--- config.mk ---
export PLATFORM = sky130hd
export DESIGN_NAME = midi_note_decoder
export DESIGN_NICKNAME = d
export VERILOG_FILES = /design/src/rtl/midi_pkg.sv /design/src/rtl/midi_sync.sv /design/src/rtl/midi_uart_rx.sv /design/src/rtl/midi_msg_parser.sv /design/src/rtl/midi_note_decoder.sv
export SDC_FILE = /design/constraint.sdc
export NUM_CORES = 1
export LEC_CHECK = 0
export BUFFER_PORTS_ARGS = -buffer_cell sky130_fd_sc_hd__buf_4
export CAP_MARGIN = 30
export CORE_ASPECT_RATIO = 1.75
export CORE_UTILIZATION = 26
export DETAILED_ROUTE_END_ITERATION = 12
export GPL_ROUTABILITY_DRIVEN = 0
export SYNTH_ARGS = -nofsm -noshare
export SYNTH_HDL_FRONTEND = slang
export SYNTH_HIERARCHICAL = 1
export SYNTH_SLANG_ARGS = --single-unit
--- constraint.sdc ---
create_clock -name clk_i -period 5.1 [get_ports clk_i]
set_input_delay 1.02 -clock clk_i [delete_from_list [all_inputs] [get_ports clk_i]]
set_output_delay 1.02 -clock clk_i [all_outputs]
set_load 0.05 [all_outputs]
--- src/rtl/midi_pkg.sv ---
package midi_pkg;
  typedef enum logic [1:0] {
    MSG_NOTE_OFF = 2'd0,
    MSG_NOTE_ON  = 2'd1,
    MSG_KEY_PRES = 2'd2
  } msg_kind_e;

  typedef enum logic [1:0] {
    RX_IDLE, RX_START, RX_DATA, RX_STOP
  } rx_state_e;

  typedef enum logic [1:0] {
    PS_IDLE, PS_DATA1, PS_DATA2
  } parse_state_e;
endpackage

--- src/rtl/midi_sync.sv ---
module midi_sync #(
  parameter int STAGES = 2
) (
  input  logic clk_i,
  input  logic rst_ni,
  input  logic d_i,
  output logic q_o
);
  logic [STAGES-1:0] chain_q;

  always_ff @(posedge clk_i or negedge rst_ni) begin
    if (!rst_ni) chain_q <= '1;  // idle-high line
    else         chain_q <= {chain_q[STAGES-2:0], d_i};
  end

  assign q_o = chain_q[STAGES-1];
endmodule

--- src/rtl/midi_uart_rx.sv ---
module midi_uart_rx
  import midi_pkg::*;
#(
  parameter int CLKS_PER_BIT = 800
) (
  input  logic       clk_i,
  input  logic       rst_ni,
  input  logic       rx_i,
  output logic [7:0] byte_o,
  output logic       byte_valid_o
);
  localparam int CW = $clog2(CLKS_PER_BIT + 1);
  localparam logic [CW-1:0] HALF_M1 = CW'(CLKS_PER_BIT / 2 - 1);
  localparam logic [CW-1:0] FULL_M1 = CW'(CLKS_PER_BIT - 1);

  rx_state_e     state_q;
  logic [CW-1:0] cnt_q;
  logic [2:0]    bit_idx_q;
  logic [7:0]    shreg_q;

  always_ff @(posedge clk_i or negedge rst_ni) begin
    if (!rst_ni) begin
      state_q      <= RX_IDLE;
      cnt_q        <= '0;
      bit_idx_q    <= '0;
      shreg_q      <= '0;
      byte_o       <= '0;
      byte_valid_o <= 1'b0;
    end else begin
      byte_valid_o <= 1'b0;
      unique case (state_q)
        RX_IDLE: begin
          cnt_q <= '0;
          if (!rx_i) state_q <= RX_START;
        end
        RX_START: begin
          if (cnt_q == HALF_M1) begin
            cnt_q     <= '0;
            bit_idx_q <= '0;
            state_q   <= rx_i ? RX_IDLE : RX_DATA;  // glitch rejection
          end else cnt_q <= cnt_q + 1'b1;
        end
        RX_DATA: begin
          if (cnt_q == FULL_M1) begin
            cnt_q   <= '0;
            shreg_q <= {rx_i, shreg_q[7:1]};  // LSB arrives first
            if (bit_idx_q == 3'd7) state_q <= RX_STOP;
            else bit_idx_q <= bit_idx_q + 1'b1;
          end else cnt_q <= cnt_q + 1'b1;
        end
        RX_STOP: begin
          if (cnt_q == FULL_M1) begin
            cnt_q   <= '0;
            state_q <= RX_IDLE;
            if (rx_i) begin
              byte_o       <= shreg_q;
              byte_valid_o <= 1'b1;
            end
          end else cnt_q <= cnt_q + 1'b1;
        end
        default: state_q <= RX_IDLE;
      endcase
    end
  end

  p_byte_pulse_r2: assert property (@(posedge clk_i) disable iff (!rst_ni)
    byte_valid_o |=> !byte_valid_o);

  p_byte_after_stop_r3: assert property (@(posedge clk_i) disable iff (!rst_ni)
    byte_valid_o |-> $past(state_q == RX_STOP) && state_q == RX_IDLE);

  p_start_needs_low_r11: assert property (@(posedge clk_i) disable iff (!rst_ni)
    (state_q == RX_START && cnt_q == HALF_M1 && rx_i) |=> state_q == RX_IDLE);
endmodule

--- src/rtl/midi_msg_parser.sv ---
module midi_msg_parser
  import midi_pkg::*;
(
  input  logic       clk_i,
  input  logic       rst_ni,
  input  logic [7:0] byte_i,
  input  logic       byte_valid_i,
  output logic       msg_valid_o,
  output logic [1:0] msg_type_o,
  output logic [3:0] channel_o,
  output logic [6:0] note_o,
  output logic [6:0] value_o
);
  parse_state_e state_q;
  msg_kind_e    kind_q;
  logic [3:0]   chan_q;
  logic [6:0]   note_q;
  logic         wanted;

  assign wanted = byte_i[6:4] <= 3'b010;  // 0x8n, 0x9n, 0xAn

  always_ff @(posedge clk_i or negedge rst_ni) begin
    if (!rst_ni) begin
      state_q     <= PS_IDLE;
      kind_q      <= MSG_NOTE_OFF;
      chan_q      <= '0;
      note_q      <= '0;
      msg_valid_o <= 1'b0;
      msg_type_o  <= '0;
      channel_o   <= '0;
      note_o      <= '0;
      value_o     <= '0;
    end else begin
      msg_valid_o <= 1'b0;
      if (byte_valid_i) begin
        if (byte_i[7]) begin
          if (wanted) begin
            kind_q  <= msg_kind_e'(byte_i[5:4]);
            chan_q  <= byte_i[3:0];
            state_q <= PS_DATA1;
          end else state_q <= PS_IDLE;
        end else begin
          unique case (state_q)
            PS_DATA1: begin
              note_q  <= byte_i[6:0];
              state_q <= PS_DATA2;
            end
            PS_DATA2: begin
              msg_valid_o <= 1'b1;
              msg_type_o  <= (kind_q == MSG_NOTE_ON && byte_i[6:0] == '0)
                             ? MSG_NOTE_OFF : kind_q;
              channel_o   <= chan_q;
              note_o      <= note_q;
              value_o     <= byte_i[6:0];
              state_q     <= PS_DATA1;  // running status
            end
            default: ;
          endcase
        end
      end
    end
  end

  p_valid_pulse_r10: assert property (@(posedge clk_i) disable iff (!rst_ni)
    msg_valid_o |=> !msg_valid_o);

  p_type_legal_r6: assert property (@(posedge clk_i) disable iff (!rst_ni)
    msg_valid_o |-> msg_type_o != 2'd3);

  p_on_nonzero_r7: assert property (@(posedge clk_i) disable iff (!rst_ni)
    (msg_valid_o && msg_type_o == MSG_NOTE_ON) |-> value_o != '0);

  p_valid_after_data_r9: assert property (@(posedge clk_i) disable iff (!rst_ni)
    msg_valid_o |-> $past(byte_valid_i && !byte_i[7]));
endmodule

--- src/rtl/midi_note_decoder.sv ---
module midi_note_decoder #(
  parameter int CLKS_PER_BIT = 800,
  parameter int SYNC_STAGES  = 2
) (
  input  logic       clk_i,
  input  logic       rst_ni,
  input  logic       midi_rx_i,
  output logic       msg_valid_o,
  output logic [1:0] msg_type_o,
  output logic [3:0] channel_o,
  output logic [6:0] note_o,
  output logic [6:0] value_o
);
  logic       rx_sync;
  logic [7:0] rx_byte;
  logic       rx_byte_valid;

  midi_sync #(.STAGES(SYNC_STAGES)) u_sync (
    .clk_i (clk_i),
    .rst_ni(rst_ni),
    .d_i   (midi_rx_i),
    .q_o   (rx_sync)
  );

  midi_uart_rx #(.CLKS_PER_BIT(CLKS_PER_BIT)) u_rx (
    .clk_i       (clk_i),
    .rst_ni      (rst_ni),
    .rx_i        (rx_sync),
    .byte_o      (rx_byte),
    .byte_valid_o(rx_byte_valid)
  );

  midi_msg_parser u_parse (
    .clk_i       (clk_i),
    .rst_ni      (rst_ni),
    .byte_i      (rx_byte),
    .byte_valid_i(rx_byte_valid),
    .msg_valid_o (msg_valid_o),
    .msg_type_o  (msg_type_o),
    .channel_o   (channel_o),
    .note_o      (note_o),
    .value_o     (value_o)
  );
endmodule

# After elaboration in Yosys (flattened, before gate mapping)
# Index checks and enable logic that the tools add are counted.
# W data, S select, Z words.
[op_classes]
eq_ne = 15
mux = 24
bitwise = 1
n_reduce_logical = 14
add_sub_neg = 2
n_lt_le_gt_ge = 1
[op_table]
columns = ["cell", "n"]
rows = [
  ["$pmux W10 S3", 1],
  ["$mux W10", 2],
  ["$mux W2", 8],
  ["$reduce_and A3 Y1", 4],
  ["$add A10 B1 Y10 const B", 1],
  ["$eq A10 B10 Y1 const B", 1],
  ["$eq A10 B9 Y1 const B", 1],
  ["$mux W3", 3],
  ["$ne A2 B1 Y1 const B", 4],
  ["$pmux W2 S4", 1],
  ["$logic_not A7 Y1", 1],
  ["$mux W1", 7],
  ["$eq A2 B1 Y1 const B", 3],
  ["$eq A2 B2 Y1 const B", 3],
  ["$pmux W3 S2", 1],
  ["$reduce_and A5 Y1", 1],
  ["$ne A2 B2 Y1 const B", 2],
  ["$pmux W2 S2", 1],
  ["$reduce_and A2 Y1", 2],
  ["$reduce_and A4 Y1", 1],
  ["$add A3 B1 Y3 const B", 1],
  ["$eq A3 B3 Y1 const B", 1],
  ["$le A3 B2 Y1 const B", 1],
  ["$reduce_bool A3 Y1", 1],
  ["5 further kinds", 5],
]
[word_totals]
reg_bits = 70
in_bits = 3
out_inout_bits = 21

# Logic depth before layout (Yosys ltp)
# Gate-level depths: netlist of the first run.
[depth]
depth_word = 4
depth_mapped = 6
ltp_nobuf = 6

# By module
# The synthesis of the first run kept the hierarchy.
[modules_own_cells]
columns = ["mod", "seq_area_each_um2", "cells_per_inst", "area_per_inst_um2", "n_inst"]
rows = [
  ["midi_msg_parser", 900.9, 87, 1491.4, 1],
  ["midi_uart_rx", 800.8, 113, 1486.4, 1],
  ["midi_sync", 52.6, 2, 52.6, 1],
]

# Worst setup path before layout of the first run
# OpenSTA, ideal clock, no wires.
[synth_path]
kind = "reg-to-reg"
from = "register u_rx.cnt_q[0]"
to = "register u_rx.shreg_q[0]"
synth_period_minus_slack_ps = 1739
path_stages_with_launch = 7
t_arrival_ps = 1614
n_path_buf = 1
slack_ps = 3361
t_required_ps = 4975
cell_sequence = "dfrtp_1 > ha_1 > and4_1 > and3_1 > and2_4 > buf_8 > mux2_4"
[synth_via]
elab_chain_len = 2
[synth_rtl]
columns = ["element", "line_no", "rtl"]
rows = [
  ["start, declared", "midi_uart_rx.sv:17", "logic [CW-1:0] cnt_q;"],
  ["start signal, assigned", "midi_uart_rx.sv:41", "end else cnt_q <= cnt_q + 1'b1;"],
  ["start signal, assigned", "midi_uart_rx.sv:49", "end else cnt_q <= cnt_q + 1'b1;"],
  ["start signal, assigned", "midi_uart_rx.sv:59", "end else cnt_q <= cnt_q + 1'b1;"],
  ["$eq A10 B10 Y1", "midi_uart_rx.sv:44", "if (cnt_q == FULL_M1) begin"],
  ["$reduce_and A2 Y1 (no source line)", "n/a", ""],
  ["end signal, assigned", "midi_uart_rx.sv:46", "shreg_q <= {rx_i, shreg_q[7:1]};"],
  ["end, declared", "midi_uart_rx.sv:19", "logic [7:0] shreg_q;"],
]
# Every way passes these cells.
# A chain may end at the register's enable or synchronous reset.

# Worst setup path after layout of the first run
[layout_path]
from = "register u_parse.note_o[6]"
to = "output note_o[6]"
[layout_lines]
columns = ["element", "line_no", "rtl"]
rows = [
  ["start, declared", "midi_msg_parser.sv:11", "output logic [6:0] note_o,"],
  ["start signal, assigned", "midi_msg_parser.sv:53", "note_o <= note_q;"],
  ["end, declared", "midi_note_decoder.sv:11", "output logic [6:0] note_o,"],
]
# No word-level cell between the ends.

==> results of run 1 <==
## stage by stage
stage / setup slack [ps] / cell area [um^2] / util (%)
3_3_place_gp: 3310 / 3300 / 29.4
6_report: 3180 / 3580 / 31.9
2_1_floorplan: 3360 / 3030 / -
5_1_grt: 3130 / 3580 / 31.9
4_1_cts: 3150 / 3580 / 31.9
3_5_place_dp: 3270 / 3300 / 29.4
## metal layers
layer / track usage (%) / part of all wire, % / vias to the layer above
li1: - / - / 772
met1: 10.4 / 42 / 800
met2: 15.6 / 53 / 35
met3: 3.40 / 3.9 / 9
met4: 4.82 / 1.9 / 0
met5: 0 / 0 / -
## area by class of cell
cell class	instances	area, um^2
Clock buffer	11	243
Clock inverter	2	35.0
Fill cell	1106	7650
Inverter	3	11.3
Multi-Input combinational cell	124	1200
Sequential cell	70	1750
Tap cell	132	165
Timing Repair Buffer	23	173
## where the power goes
group / total, mW / leakage, nW / internal, mW / switching (mW)
sequential: 0.558 / 0.957 / 0.558 / 0.000567
combinational: 0.0114 / 0.661 / 0.00105 / 0.0103
clock: 0.587 / 0.137 / 0.382 / 0.205
## flip-flops by register name, summed over array words and instances, names as in the netlist, named ones only
register and flops:
u_parse/msg_valid_o 1, u_rx/byte_valid_o 1, u_rx/byte_o 8, u_parse/msg_type_o 2, u_parse/chan_q 4, u_parse/kind_q 2
u_parse/note_q 7, u_rx/bit_idx_q 3, u_parse/note_o 7, u_parse/state_q 2, u_rx/state_q 1, u_sync/chain_q 2
u_parse/value_o 7, u_rx/cnt_q 10, u_parse/channel_o 4, u_rx/shreg_q 8
## layout by cell type, fill, tap and decap left out, types with 6 or more instances in the layout
master     Yosys  final
buf_4          0     23
clkbuf_16      0      9
dfrtp_1       68     68
mux2_2        25     25
mux2_4        25     25
nand2_1        6      6
nor2_1        14     14
xnor2_1        6      6
## worst paths after layout
| kind | startpoint | end | cells after the start |
|---|---|---|---|
| hold reg to reg | u_sync/chain_q[0] | u_sync/chain_q[1] | 0 |
| setup reg to reg | u_rx/cnt_q[0] | u_rx/shreg_q[3] | 5 |
| min in group asynchronous | rst_ni | u_parse/value_o[3] | 1 |
| max in group asynchronous | rst_ni | u_rx/byte_o[7] | 1 |
| hold / removal | u_sync/chain_q[0] | u_sync/chain_q[1] | 0 |
| setup / recovery | u_parse/note_o[6] | note_o[6] | 1 |
## kinds of logic (layout without fill, tap and decap cells)
kind of cell / after synthesis / count (layout)
xor+xnor: 9 / 9
mux: 50 / 50
fa+ha+maj: 3 / 3
simple gates: 51 / 51
flops: 70 / 70
compound gates: 11 / 11
buf+inv: 8 / 39
==> out/results.ini, run 1 <==
[die]
die_y_um=145
die_w_um=83.6
design.die.area_um2=12100
coreArea_um2=11200
fp-row-count=51
start_util_pct=27.0
io_pins=24

[placement]
dp_hpwl_um=3310
port-buffer-count=23
dpl.cell_count=352

[routing]
drcViolationCount=0
wl_per_cell_um=13.5
num_vias=1616
antenna_left=0
vias_per_cell=4.43
drtPass1Iterations=5
wl_um=4930
drtIter0Drc=52

[yosys]
syn_avg_cell_area_um2=15.0
yosys.cell_count.top_type=dfrtp_1
synth_compound_gate_area_share_pct=2.64
synth_common_cells=dfrtp_1, mux2_2, mux2_4
muxShareOfSynthArea_pct=21.7
synth_nets=208
synth_top_family_by_area=multiplexers
syn-cell-area_um2=3030
synth_ff_type=dfrtp_1
async_reset_ff_share_pct=100
synth_edf_count=0
yosysSeqAreaShare_pct=57.9
synthAdderAreaFrac_pct=1.24
yosysTopAreaCell=dfrtp_1
ys_warn_count=6
synth_cell_types=43
synthCells=202
synth_top_area_share_pct=56.2
synth-simple-area-share_pct=11.4
synth.area.top_cells=dfrtp_1, mux2_4, mux2_2
synthXorXnorAreaFrac_pct=2.60
ys_ff_latch=70

[critical_path]
critPathSlowestCell=dfrtp_1
critPathMaxStageDelay_ps=390
crit_family=flip-flops
cp_cell_sequence=buf_4
path_max_fanout=2
cp-start-kind=flop
arrival_ps=900
cp_num_buf_inv=1
path_class=flop to output port
critPathCaptureType=output port
r2r_setup_slack_ps=3270
worstPathRequired_ps=4080

[sta]
max_freq_mhz=520
relSlewSlack_pct=42.5
fin_hold_ws_ps=354
rsz0062_at_grt=false
worst_pin_slew_ps=863
setup_tns_ps=0
finalSetupViolations=0
fin_crit_ps=1920
final_max_slew_viol_count=0
hold_viol_final=0
finClkSkew_ps=5.55
period_share_pct=37.7

[clock_network]
htree_levels=3
clock_path_buffers=2
cts-root-buf=clkbuf_16
worstSkewPairLatency_ps=320
clock-sinks=70
cts_tree=built
cts_buffers=9
hold_buffers=0
cts_resized=0
path_clk_slew_ps=50
post_cts_buffers=0

[global_route]
gr-total-overflow=0
grt_max_degree=71
antenna_found_initial=0
grt_pass1_vias=1750
grt_pass1_wl_um=8710
grt_usage_pct=9.32

[power]
total_power_mw=1.16
p_per_area_nw_per_um2=323
p_leak_nw=1.75
vdd.ir_drop.worst_uv=230

[finish]
syn2layout_area_growth_pct=18.2
drive_above_1_share_pct=42.1
fin_cells=365
num_antenna_cells=0
fin_nets=237

[hold_path]
holdCritPathClass=flop to flop

[status]
status=finished clean

[flow_run]
max_cap_violations=0

Power figures use the tool's default switching activity.
==> inputs of run 2 (changes only) <==
Clock period 5.1 ns to 1.7 ns, I/O delays scaled along.
==> out/results.ini, run 2 (synthesis gave the netlist of run 1 again) <==
[power]
seqPwrFrac_pct=47.9
p_int_mw=2.81
p_clk_share_pct=50.8
p_leak_nw=1.84
p_sw_share_pct=19.5
vdd.ir_drop.worst_uv=739
p_per_area_nw_per_um2=922
power.switching_mw=0.681
combPwrFrac_pct=1.3

[sta]
max_freq_mhz=584
finClkSkew_ps=5.86
finalSetupViolations=9
relSlewSlack_pct=70.2
worst_pin_slew_ps=447
fin_crit_ps=1710
final_max_slew_viol_count=0
rsz0062_at_grt=true
setup_tns_ps=-41.7
period_share_pct=101
worst_slack_ps=-11.1
hold_viol_final=0

[critical_path]
reg2regPathDepth=6
critPathSlowestCell=dfrtp_1
critPathMaxStageDelay_ps=410
cp-start-kind=flop
arrival_ps=1920
cp_cell_sequence=ha_2, ha_2, nor2_2, nand4_2, mux2_4, a22o_1
path_class=flop to flop
cp_num_buf_inv=0
cp.depth=6
critPathCaptureType=flop
path_max_fanout=3
crit_family=flip-flops
worstPathRequired_ps=1910
cpMostUsedCell=ha_2

[global_route]
grt_usage_pct=9.89
grt_pass1_wl_um=9250
grt_pass1_vias=1865
antenna_found_initial=0
gr-total-overflow=0
grt_max_degree=35

[routing]
drcViolationCount=0
wl_um=5180
num_vias=1735
wl_per_cell_um=13.5
drtIter0Drc=70
drtPass1Iterations=4
antenna_left=0
vias_per_cell=4.51

[placement]
dp_hpwl_um=3700
post-place-ws_ps=-19.9
port-buffer-count=23

[clock_network]
clock-sinks=70
cts_tree=built
htree_levels=3
clock_path_buffers=2
cts-root-buf=clkbuf_16
path_clk_slew_ps=50
cts_buffers=9
worstSkewPairLatency_ps=330

[die]
start_util_pct=27.0
fp-row-count=51
die_y_um=145
io_pins=24
coreArea_um2=11200
design.die.area_um2=12100
die_w_um=83.6

[status]
status=complete, but fails checks
violations=negative setup slack

[finish]
reg_top3=u_rx/cnt_q: 10 flops, u_rx/byte_o: 8 flops, u_rx/shreg_q: 8 flops
syn2layout_area_growth_pct=25.2
num_antenna_cells=0
most-common-layout-cells=dfrtp_1, buf_4, mux2_4, mux2_2, nor2_1
final_common_cell=dfrtp_1
seq_area_um2=1750
fin_nets=254
multiInputGateArea_um2=1250
largest_reg_flops=10
regMostFlops=u_rx/cnt_q
drive_above_1_share_pct=48.2
fillers=1102

[hold_path]
holdCritPathClass=input port to flop
hold_depth=1

[flow_run]
max_cap_violations=0

[run 2: cell count changes in the layout (fill, tap and decap cells not counted), moves of 2 or more]
cell and change:
ha_2 +2, buf_6 +2, and3_1 -2, ha_1 -2, buf_12 +2, clkbuf_1 +2
mux2_4 +4, buf_4 +11, and4_1 -2, mux2_2 -4
[run 2: what timing repair did]
item	4_1_cts	5_1_grt
hold buffers	1	0
pin swaps	2	6
gates cloned	0	1
endpoints found under the setup margin	13	20
resized for setup	1	13
setup buffers	0	1
endpoints found under the hold margin	29	0
[run 2: cell type report]
class,count,share of cell area [%]
multi-input cells,125,33.0
well taps,132,4.35
inverters,3,0.297
clock inverters,4,1.25
clock buffers,12,6.23
repair buffers,39,8.64
flip-flops and latches,70,46.2
[run 2: path summary, 6_finish.rpt]
| check | startpoint | to | slack (ps) |
|---|---|---|---|
| max | u_rx/bit_idx_q[0] | u_rx/bit_idx_q[1] | -10 |
| min | midi_rx_i | u_sync/chain_q[0] | 120 |
| max reg2reg | u_rx/bit_idx_q[0] | u_rx/bit_idx_q[1] | -10 |
| min reg2reg | u_sync/chain_q[0] | u_sync/chain_q[1] | 360 |
| max in group asynchronous | rst_ni | u_parse/value_o[6] | 690 |
| min in group asynchronous | rst_ni | u_parse/note_o[1] | 510 |
[run 2: power by group through the flow]
stage          Sequential, mW  Combinational [mW]  Clock, mW
2_1_floorplan            1.70            0.000357          0
3_3_place_gp             1.70              0.0464          0
3_5_place_dp             1.70              0.0472          0
4_1_cts                  1.67              0.0492       1.85
5_1_grt                  1.67              0.0537       1.92
6_report                 1.67              0.0455       1.78
[run 2: worst register-to-register path: stages (launching register included)]
cell	delay [ps]
dfrtp_1	410
ha_2	180
ha_2	170
nor2_2	130
nand4_2	180
mux2_4	340
a22o_1	180
[run 2: metrics by stage]
step                      cells  power, mW  util, %  instance area [um^2]  hold slack (ps)
final                       385       3.50     33.8                  3790              116
after global routing        385       3.65     33.8                  3790              106
after CTS                   383       3.57     33.3                  3730              101
after detailed placement    366       1.75     30.6                  3440              321
after global placement      366       1.75     30.6                  3440              318
after floorplan             202       1.70        -                  3030             44.4
[run 2: routing by layer]
layer  GRT usage, %  wire, um  vias up  share of wire, %
met2           17.5      2880       30                55
met1           10.3      2020      880                39
met5              0         0        -                 0
met4           4.82        82        0               1.6
li1               -         -      817                 -
met3           3.69       203        8               3.9
==> inputs of run 3 (changes only) <==
Settings changed: CORE_UTILIZATION 26 to 35.
==> out/results.ini, run 3 (synthesis gave the netlist of run 1 again) <==
[finish]
fillers=795
fin_nets=258
regMostFlops=u_rx/cnt_q
largest_reg_flops=10
num_antenna_cells=0
fin_util_pct=44.8
syn2layout_area_growth_pct=23.6
reg_top3=u_rx/cnt_q: 10 flops, u_rx/byte_o: 8 flops, u_rx/shreg_q: 8 flops
drive_above_1_share_pct=48.6
most-common-layout-cells=dfrtp_1, buf_4, mux2_4, mux2_2, nor2_1
stdcell_area_um2=3750
fin_cells=372
final_common_cell=dfrtp_1

[sta]
relSlewSlack_pct=79.9
hold_viol_final=0
rsz0062_at_grt=true
fin_crit_ps=1690
fin_hold_ws_ps=121
finalSetupViolations=0
max_freq_mhz=591
final_max_slew_viol_count=0
finClkSkew_ps=5.98
period_share_pct=99.5
worst_pin_slew_ps=300

[flow_run]
max_cap_violations=0

[power]
p_per_area_nw_per_um2=901
total_power_mw=3.37
vdd.ir_drop.worst_uv=564
p_leak_nw=1.85

[routing]
num_vias=1725
drcViolationCount=0
drtPass1Iterations=4
antenna_left=0
drtIter0Drc=88
wl_um=5120
vias_per_cell=4.64
wl_per_cell_um=13.8

[critical_path]
cp-start-kind=flop
cp-endpoint=u_rx/byte_o[0]
critPathCaptureType=flop
timing.rr.start=u_rx/cnt_q[1]
critPathMaxStageDelay_ps=370
r2r-end=u_rx/byte_o[0]
path_max_fanout=5
path_class=flop to flop
arrival_ps=1900
cp_cell_sequence=ha_2, and4_4, nand3_2, nor2_2, mux2_2
worstPathRequired_ps=1910
reg2regPathDepth=5
critPathSlowestCell=dfrtp_1
r2r_setup_slack_ps=8
critPathLaunch=u_rx/cnt_q[1]

[clock_network]
clock-sinks=70
clock_path_buffers=2
worstSkewPairLatency_ps=330
htree_levels=3
cts_tree=built
cts-root-buf=clkbuf_16
path_clk_slew_ps=60
cts_buffers=9

[die]
start_util_pct=36.2
die_w_um=72.3
coreArea_um2=8370
fp-row-count=44
io_pins=24
die_y_um=125
design.die.area_um2=9050

[placement]
port-buffer-count=23
dp_hpwl_um=3450
dpl.cell_count=349
placed_area_um2=3410

[global_route]
grt_pass1_wl_um=8670
antenna_found_initial=0
grt_pass1_vias=1758
grt_usage_pct=12.7
grt_max_degree=35
gr-total-overflow=0

[hold_path]
holdCritPathClass=input port to flop

[status]
status=finished clean

[run 3: repair_timing]
item,4_1_cts,5_1_grt
cloned,0,1
resized for setup,1,2
buffers inserted,2,3
setup endpoints to repair,10,23
hold endpoints to repair,12,0
pin swaps,2,0
hold buffers,1,0
[run 3: area by class of cell]
type / count / area [um^2] / area share [%]
Sequential cell: 70 / 1750 / 46.8
Multi-Input combinational cell: 125 / 1220 / 32.5
Timing Repair Buffer: 43 / 350 / 9.35
Clock buffer: 10 / 229 / 6.11
Tap cell: 115 / 144 / 3.84
Clock inverter: 6 / 38.8 / 1.04
Inverter: 3 / 11.3 / 0.301
[run 3: stage by stage]
step / setup TNS (ps) / worst slack (ps)
finish: 0 / 8.27
global route: -1380 / -72.0
CTS: -2.27 / -2.27
detailed placement: -134 / -65.1
global placement: -86.3 / -48.7
floorplan: 0 / 5.36
[run 3: worst min-delay path by stage]
stage | start | end | slack [ps] | depth (start not counted)
after floorplan | rst_ni | u_parse/chan_q[0] | 40 | 0
after global placement | rst_ni | u_rx/bit_idx_q[2] | 220 | 1
after detailed placement | rst_ni | u_rx/bit_idx_q[1] | 220 | 1
after CTS | midi_rx_i | u_sync/chain_q[0] | 110 | 1
after global routing | midi_rx_i | u_sync/chain_q[0] | 110 | 1
final | midi_rx_i | u_sync/chain_q[0] | 120 | 1
[run 3: power breakdown]
part | leakage (nW) | switching, mW | internal [mW]
clock network | 0.128 | 0.677 | 0.980
registers | 0.957 | 0.00174 | 1.67
logic | 0.766 | 0.0331 | 0.0110
total | 1.85 | 0.712 | 2.66
[run 3: critical path, delay by kind of cell, from the launching register on]
family | cells | cell delay (ps)
simple gates | 3 | 670
flops | 1 | 370
mux | 1 | 360
fa+ha+maj | 1 | 190
[run 3: routing by layer]
layer  track usage, %  routed length (um)  vias to the layer above
met5                0                   0                        -
met4             7.96                 132                        0
met3             3.38                 119                        7
met2             20.0                2700                       26
met1             15.2                2170                      869
li1                 -                   -                      823
